<file path="src/rtl/modexp_pkg.sv">
package modexp_pkg;

  typedef enum logic [2:0] {
    PH_IDLE,
    PH_CVB,   // base into Montgomery domain
    PH_CV1,   // integer 1 into Montgomery domain
    PH_SQR,   // square accumulator
    PH_MUL,   // multiply accumulator by base
    PH_OUT    // back to ordinary integer
  } phase_t;

  // Bring a value in [0, 2M) below M.
  function automatic logic [63:0] below_mod(input logic [63:0] z, input logic [63:0] m);
    return (z >= m) ? (z - m) : z;
  endfunction

endpackage

</file>
<file path="src/rtl/modexp_bitscan.sv">
module modexp_bitscan #(
  parameter int EBITS = 8
) (
  input  logic             clk,
  input  logic             rst_n,
  input  logic             load,
  input  logic             shift,
  input  logic [EBITS-1:0] exp_i,
  output logic             cur_bit,
  output logic             last_bit
);
  localparam int CW = (EBITS > 1) ? $clog2(EBITS) : 1;
  localparam logic [CW-1:0] TOP = CW'(EBITS - 1);

  logic [EBITS-1:0] sh_q;
  logic [CW-1:0]    left_q;

  always_ff @(posedge clk or negedge rst_n) begin
    if (!rst_n) begin
      sh_q   <= '0;
      left_q <= '0;
    end else if (load) begin
      sh_q   <= exp_i;
      left_q <= TOP;
    end else if (shift) begin
      sh_q   <= sh_q << 1;
      left_q <= left_q - 1'b1;
    end
  end

  assign cur_bit  = sh_q[EBITS-1];
  assign last_bit = (left_q == '0);
endmodule

</file>
<file path="src/rtl/modexp_ctrl.sv">
module modexp_ctrl
  import modexp_pkg::*;
(
  input  logic   clk,
  input  logic   rst_n,
  input  logic   start_i,
  input  logic   mm_done_i,
  input  logic   cur_bit,
  input  logic   last_bit,
  output phase_t phase_o,
  output logic   issued_o,
  output logic   mm_start_o,
  output logic   load_o,
  output logic   take_o,
  output logic   shift_o,
  output logic   finish_o
);
  phase_t phase_q, phase_d;
  logic   issued_q;

  assign load_o     = (phase_q == PH_IDLE) && start_i;
  assign mm_start_o = (phase_q != PH_IDLE) && !issued_q;
  assign take_o     = issued_q && mm_done_i;
  assign finish_o   = take_o && (phase_q == PH_OUT);
  assign shift_o    = take_o && !last_bit &&
                      (((phase_q == PH_SQR) && !cur_bit) || (phase_q == PH_MUL));

  always_comb begin
    phase_d = phase_q;
    case (phase_q)
      PH_CVB:  phase_d = PH_CV1;
      PH_CV1:  phase_d = PH_SQR;
      PH_SQR:  phase_d = cur_bit ? PH_MUL : (last_bit ? PH_OUT : PH_SQR);
      PH_MUL:  phase_d = last_bit ? PH_OUT : PH_SQR;
      PH_OUT:  phase_d = PH_IDLE;
      default: phase_d = PH_IDLE;
    endcase
  end

  always_ff @(posedge clk or negedge rst_n) begin
    if (!rst_n) begin
      phase_q  <= PH_IDLE;
      issued_q <= 1'b0;
    end else if (load_o) begin
      phase_q  <= PH_CVB;
      issued_q <= 1'b0;
    end else if (mm_start_o) begin
      issued_q <= 1'b1;
    end else if (take_o) begin
      issued_q <= 1'b0;
      phase_q  <= phase_d;
    end
  end

  assign phase_o  = phase_q;
  assign issued_o = issued_q;
endmodule

</file>
<file path="src/rtl/modexp_opsel.sv">
module modexp_opsel
  import modexp_pkg::*;
#(
  parameter int NBITS = 16
) (
  input  phase_t           phase,
  input  logic [NBITS-1:0] base_q,
  input  logic [NBITS-1:0] r2_q,
  input  logic [NBITS-1:0] acc_q,
  input  logic [NBITS-1:0] basem_q,
  output logic [NBITS-1:0] x_o,
  output logic [NBITS-1:0] y_o
);
  localparam logic [NBITS-1:0] ONE = NBITS'(1);

  always_comb begin
    x_o = '0;
    y_o = '0;
    case (phase)
      PH_CVB:  begin x_o = base_q; y_o = r2_q;    end
      PH_CV1:  begin x_o = ONE;    y_o = r2_q;    end
      PH_SQR:  begin x_o = acc_q;  y_o = acc_q;   end
      PH_MUL:  begin x_o = acc_q;  y_o = basem_q; end
      PH_OUT:  begin x_o = acc_q;  y_o = ONE;     end
      default: begin x_o = '0;     y_o = '0;      end
    endcase
  end
endmodule

</file>
<file path="src/rtl/modexp_seq.sv">
module modexp_seq
  import modexp_pkg::*;
#(
  parameter int NBITS = 16,
  parameter int EBITS = 8
) (
  input  logic             clk,
  input  logic             rst_n,
  input  logic             start_i,
  input  logic [NBITS-1:0] base_i,
  input  logic [EBITS-1:0] exp_i,
  input  logic [NBITS-1:0] mod_i,
  input  logic [NBITS-1:0] r2_i,
  output logic             mm_start_o,
  output logic [NBITS-1:0] mm_x_o,
  output logic [NBITS-1:0] mm_y_o,
  output logic [NBITS-1:0] mm_m_o,
  input  logic             mm_done_i,
  input  logic [NBITS-1:0] mm_z_i,
  output logic [NBITS-1:0] result_o,
  output logic             done_o
);
  localparam int PADW = 64 - NBITS;

  phase_t           phase;
  logic             issued, load, take, shift, finish, cur_bit, last_bit;
  logic [NBITS-1:0] base_q, mod_q, r2_q, acc_q, basem_q;
  logic [63:0]      fixed_w;

  modexp_ctrl u_ctrl (
    .clk(clk), .rst_n(rst_n), .start_i(start_i), .mm_done_i(mm_done_i),
    .cur_bit(cur_bit), .last_bit(last_bit), .phase_o(phase), .issued_o(issued),
    .mm_start_o(mm_start_o), .load_o(load), .take_o(take), .shift_o(shift),
    .finish_o(finish)
  );

  modexp_bitscan #(.EBITS(EBITS)) u_scan (
    .clk(clk), .rst_n(rst_n), .load(load), .shift(shift), .exp_i(exp_i),
    .cur_bit(cur_bit), .last_bit(last_bit)
  );

  modexp_opsel #(.NBITS(NBITS)) u_opsel (
    .phase(phase), .base_q(base_q), .r2_q(r2_q), .acc_q(acc_q),
    .basem_q(basem_q), .x_o(mm_x_o), .y_o(mm_y_o)
  );

  assign fixed_w = below_mod({{PADW{1'b0}}, mm_z_i}, {{PADW{1'b0}}, mod_q});
  assign mm_m_o  = mod_q;

  always_ff @(posedge clk or negedge rst_n) begin
    if (!rst_n) begin
      base_q   <= '0;
      mod_q    <= '0;
      r2_q     <= '0;
      acc_q    <= '0;
      basem_q  <= '0;
      result_o <= '0;
      done_o   <= 1'b0;
    end else begin
      done_o <= finish;
      if (load) begin
        base_q <= base_i;
        mod_q  <= mod_i;
        r2_q   <= r2_i;
      end
      if (take && phase == PH_CVB) basem_q <= mm_z_i;
      if (take && (phase == PH_CV1 || phase == PH_SQR || phase == PH_MUL)) acc_q <= mm_z_i;
      if (finish) result_o <= fixed_w[NBITS-1:0];
    end
  end
endmodule

</file>
<file path="config.mk">
export PLATFORM = sky130hd
export DESIGN_NAME = modexp_seq
export DESIGN_NICKNAME = d
export VERILOG_FILES = /design/src/rtl/modexp_pkg.sv /design/src/rtl/modexp_bitscan.sv /design/src/rtl/modexp_ctrl.sv /design/src/rtl/modexp_opsel.sv /design/src/rtl/modexp_seq.sv
export SDC_FILE = /design/constraint.sdc
export NUM_CORES = 1
export LEC_CHECK = 0
export BUFFER_PORTS_ARGS = -buffer_cell sky130_fd_sc_hd__buf_4
export CORE_MARGIN = 1
export CORE_UTILIZATION = 40
export DETAILED_ROUTE_END_ITERATION = 16
export GPL_TIMING_DRIVEN = 0
export PLACE_DENSITY = 0.6
export RECOVER_POWER = 25
export SYNTH_ARGS = -nofsm -noshare
export SYNTH_HDL_FRONTEND = slang
export SYNTH_SLANG_ARGS = --single-unit
</file>
<file path="constraint.sdc">
create_clock -name clk -period 2.25 [get_ports clk]
set_clock_uncertainty 0.1 [all_clocks]
set_input_delay 0 -clock clk [delete_from_list [all_inputs] [get_ports clk]]
set_output_delay 0 -clock clk [all_outputs]
set_load 0.02 [all_outputs]
</file>
==> results by stage <==
Power:
- The net switching power is 5.602 mW.
- Cell internal power was estimated by the tool at 7.058 mW.
- The share of total power consumed by net switching is 44.25%.
- The power after layout is 12.66 mW.
- In this run, the combinational gates consume 58.2% of the power.
- The sequential power share is 28.8%.
- The maximum resistive drop on vdd is 0.0006661 V.
- The power density relative to cell area is 1411 nW/µm².
- The static leakage is 4.307 nW.
- Of the total power, the clock network draws 13.0%.

Die:
- The initialized floorplan defines 45 standard-cell rows.
- In this run the standard cell core region covers 15260 µm².
- From bottom edge to top edge, the die measures 127.4 µm.
- The top-level I/O count is 142.
- The starting density of the core is 41.25%.
- The die extent in x is 127.4 µm.
- The area enclosed by the die boundary is 16240 µm².

Critical path:
- The cell with the biggest individual delay on the critical path is dfrtp_2.
- Tracing the worst setup path back leads to its startpoint at mm_m_o[0].
- At the worst endpoint, the required time is 2.39 ns.
- The data arrival time of the critical path is 2.47 ns.
- Of all nets on the critical path, the largest fanout is 10.
- The startpoint kind of the worst setup timing path is a flip-flop.
- The worst register-to-register path begins at mm_m_o[0].
- Counting buffers and inverters, the worst setup path is 10 cells deep.
- The cell family with the largest share of critical-path delay is adder cells.
- Counting both buffers and inverters, the worst setup path holds a total of 1.
- For this run, the slowest stage of the critical path takes 0.43 ns.
- The critical path goes through ha_4, fa_2, nor2b_4, o22ai_2, a31oi_2, o21ai_2, nand2_4, buf_12, mux2i_4, o21ai_1.
- Counting cells, the worst reg-to-reg path comes to 10.
- The critical path is of the flip-flop to flip-flop type.
- The sort of element at the end of the critical path is a flip-flop.

Synth:
- The netlist area before placement is 6294 µm².
- Among all flip-flop cells after synthesis, the most frequent one is dfrtp_1.
- The post-synth net total is 782.
- The biggest area contributor in the post-synthesis netlist is dfrtp_1.
- Synthesis inferred 112 register bits.
- The post-synthesis cell type count is 57.
- Ranked by total cell area, the synthesized netlist is headed by dfrtp_1 45%, nand2_1 12%, mux2_2 8.6%, mux2i_1 5.2%, o21ai_0 5.2%.
- The number of standard cells after synthesis is 687.
- The count of flip-flops with a built-in enable after synthesis is 0.
- Counting flops with an async set or reset pin after synthesis yields a share of 100.0%.
- The share of Yosys cell area claimed by the top area cell type is 44.53%.
- The share of synthesized area occupied by flip-flops and latches is 44.53%.
- The average size of a mapped cell is 9.161 µm².
- Yosys printed 0 warnings.

Clock tree:
- Counting every sink on the clock net gives 112.
- The longest clock path from root to sink contains 2 buffers.
- The H-tree was split into 3 levels.
- The clock transition at the register clock pins on the worst setup and hold paths after CTS is 0.08 ns.
- TritonCTS created 9 clock buffers.
- Clock latency on the worst-skew pair, taken at its later pin, is 0.36 ns.
- TritonCTS built the clock tree.
- The clock tree root buffer cell is clkbuf_16.

GRT:
- Entering global routing, the biggest net connects 66 pins.
- The first global-routing pass estimated 30000 µm of wire.
- The initial antenna violation count is 0.
- The total global routing overflow is 0.
- The via count of the first global-routing pass came to 5703.
- For this run, the total global-route usage over all layers was measured as 24.32%.

Timing:
- The final period utilization is 103.7%.
- The final-layout worst hold slack is 0.02074 ns.
- The final hold violation count is 0.
- The smallest clock period supported by the final layout is computed as 2.333 ns.
- Setup repair after global routing could not meet its margin everywhere.
- The slew at the pin with the worst max-slew slack is 1.254 ns.
- The count of pins over their slew limit is 0.
- The final worst-path setup slack is -0.08300 ns.
- Setup violations remaining at the end of the flow were counted as 9.
- For this run, the top clock speed supported by timing is 428.6 MHz.
- Headroom to the max-slew limit came out at 16.38%.

Job:
- The max-capacitance violation count is 0.

Status:
- The run finished, with violations left.
- The checks that failed: setup timing.

Hold path:
- The type of the most critical hold path is input pin to flip-flop.
- The start point of the worst hold path is mm_done_i.
- The hold-critical path depth is 5.

Routing:
- The post-route DRC violation count is 0.
- The vias per cell is 5.088.
- The detail route stage leaves a number of antenna-violating nets equal to 0.
- The final route contains 5836 vias.
- Dividing the detail-routed wire length by the instance count gives 16.89 µm.
- The initial DRC count is 336.
- The first TritonRoute pass finished after 5 iterations.
- The wire length after detailed routing is 19380 µm.

Cells and area:
- The share of final-layout standard cells stronger than drive strength 1 is 29.49%.
- Cells fill 58.81% of the core in the end.
- The number of antenna cells inserted is 0.
- The net count of the finished layout is 1026.
- The synthesis-to-layout area growth is 42.58%.

Placed design:
- The number of input and output port buffers inserted is 141.
- At the end of routability-driven placement, the weighted congestion stood at 0.8847.
- The minimum setup slack after placement is -0.3857 ns.
- The half-perimeter wire length after placement is 14010 µm.
[placed cells by master (no fill, tap or decap), types with 4 or more instances in the layout]
cell type and n:
a21oi_1 18, o21ai_0 59, mux2_2 48, xor2_1 6, dfrtp_2 4, a21o_1 6, clkbuf_16 9, dlygate4sd3_1 74
a22oi_1 15, nand4_1 4, nand2_1 192, o21a_1 5, o21ai_1 16, o211ai_1 5, clkbuf_1 29, dfrtp_1 108
nand3_1 7, nor2_1 14, mux2i_1 30, buf_4 138, inv_1 25, clkbuf_2 10, buf_6 4, buf_2 12
xnor2_1 5, ha_4 4, ha_1 13
[cell type report]
type / instances / area [µm²]
fillers: 1381 / 6285
multi-input cells: 510 / 3396
flip-flops and latches: 112 / 2808
repair buffers: 234 / 1888
well taps: 211 / 264.0
clock buffers: 9 / 225.2
plain buffers: 37 / 215.2
inverters: 27 / 105.1
clock inverters: 7 / 72.57
[layer usage]
metal | up-vias | GRT usage [%] | part of all wire, %
li1 | 2841 | - | -
met1 | 2799 | 31.00 | 44
met2 | 174 | 42.01 | 50
met3 | 22 | 3.811 | 4.0
met4 | 0 | 8.123 | 1.7
met5 | - | 0 | 0
[power groups by stage]
stage               combinational [mW]  clock (mW)  sequential [mW]
floorplan                         4.31           0             3.67
global placement                  6.58           0             3.62
detailed placement                6.70           0             3.67
CTS                               7.21        1.68             3.63
global route                      7.98        1.76             3.76
finish                            7.37        1.65             3.65
[synthesized netlist by cell type, drive strengths merged, types with 2 or more instances]
library cell,instances
nand4,4
o21ai,78
ha,18
a21boi,2
clkbuf,19
nor3,2
mux2i,33
or3,3
xnor2,5
buf,19
a22oi,15
and3,3
nand3,7
a21oi,23
o21a,5
mux2,49
inv,26
dfrtp,112
o211ai,5
nor3b,2
xor2,6
nand2,194
nor2,17
nor2b,6
o22ai,3
o31ai,2
a2bb2oi,4
a21o,6
a31oi,3
nand2b,3
[sequential cells by signal (all words and copies together) (netlist names)]
| name | flops |
|---|---|
| r2_q | 16 |
| base_q | 16 |
| acc_q | 16 |
| u_scan.sh_q | 8 |
| result_o | 16 |
| mm_m_o | 16 |
| u_scan.left_q | 3 |
| done_o | 1 |
| basem_q | 16 |
| u_ctrl.issued_o | 1 |
| u_ctrl.phase_o | 3 |
[worst min-delay path, cell delays in order]
cell and delay, ns:
buf_4 0.09, nand3_1 0.06, o21ai_0 0.07, o21ai_0 0.07, o21ai_0 0.16
[logic make-up (layout without fill, tap and decap cells)]
family          Yosys count  after routing  synth area share (%)
compound gates          153            153                 14.95
mux                      82             82                 14.08
xor+xnor                 11             11                 1.531
flops                   112            112                 44.53
fa+ha+maj                19             19                 3.897
buf+inv                  65            314                 4.632
simple gates            245            245                 16.38
[metrics by stage]
| stage | cells | area [µm²] | TNS [ns] |
|---|---|---|---|
| after detailed placement | 1040 | 7676 | -5.499 |
| after global routing | 1147 | 8974 | -1.921 |
| after CTS | 1142 | 8916 | -0.9888 |
| after floorplan | 687 | 6326 | -0.05151 |
| final | 1147 | 8974 | -0.5686 |
| after global placement | 1039 | 7649 | -3.476 |
[final timing paths]
check	slack, ns	endpoint
worst max-delay path	-0.08	result_o[12]
worst min-delay path	0.02	u_ctrl.phase_o[0]
worst max register to register	-0.08	result_o[12]
worst min register to register	0.37	base_q[7]
max in group asynchronous	0.80	mm_m_o[0]
min in group asynchronous	0.32	mm_m_o[8]
[timing repair]
item                       4_1_cts  5_1_grt
resized for setup               30       28
setup buffers                   12        6
hold endpoints to repair       151        0
setup endpoints to repair       92       60
pin swaps                       13        8
hold buffers                    74        0
Power figures use the tool's default switching activity.
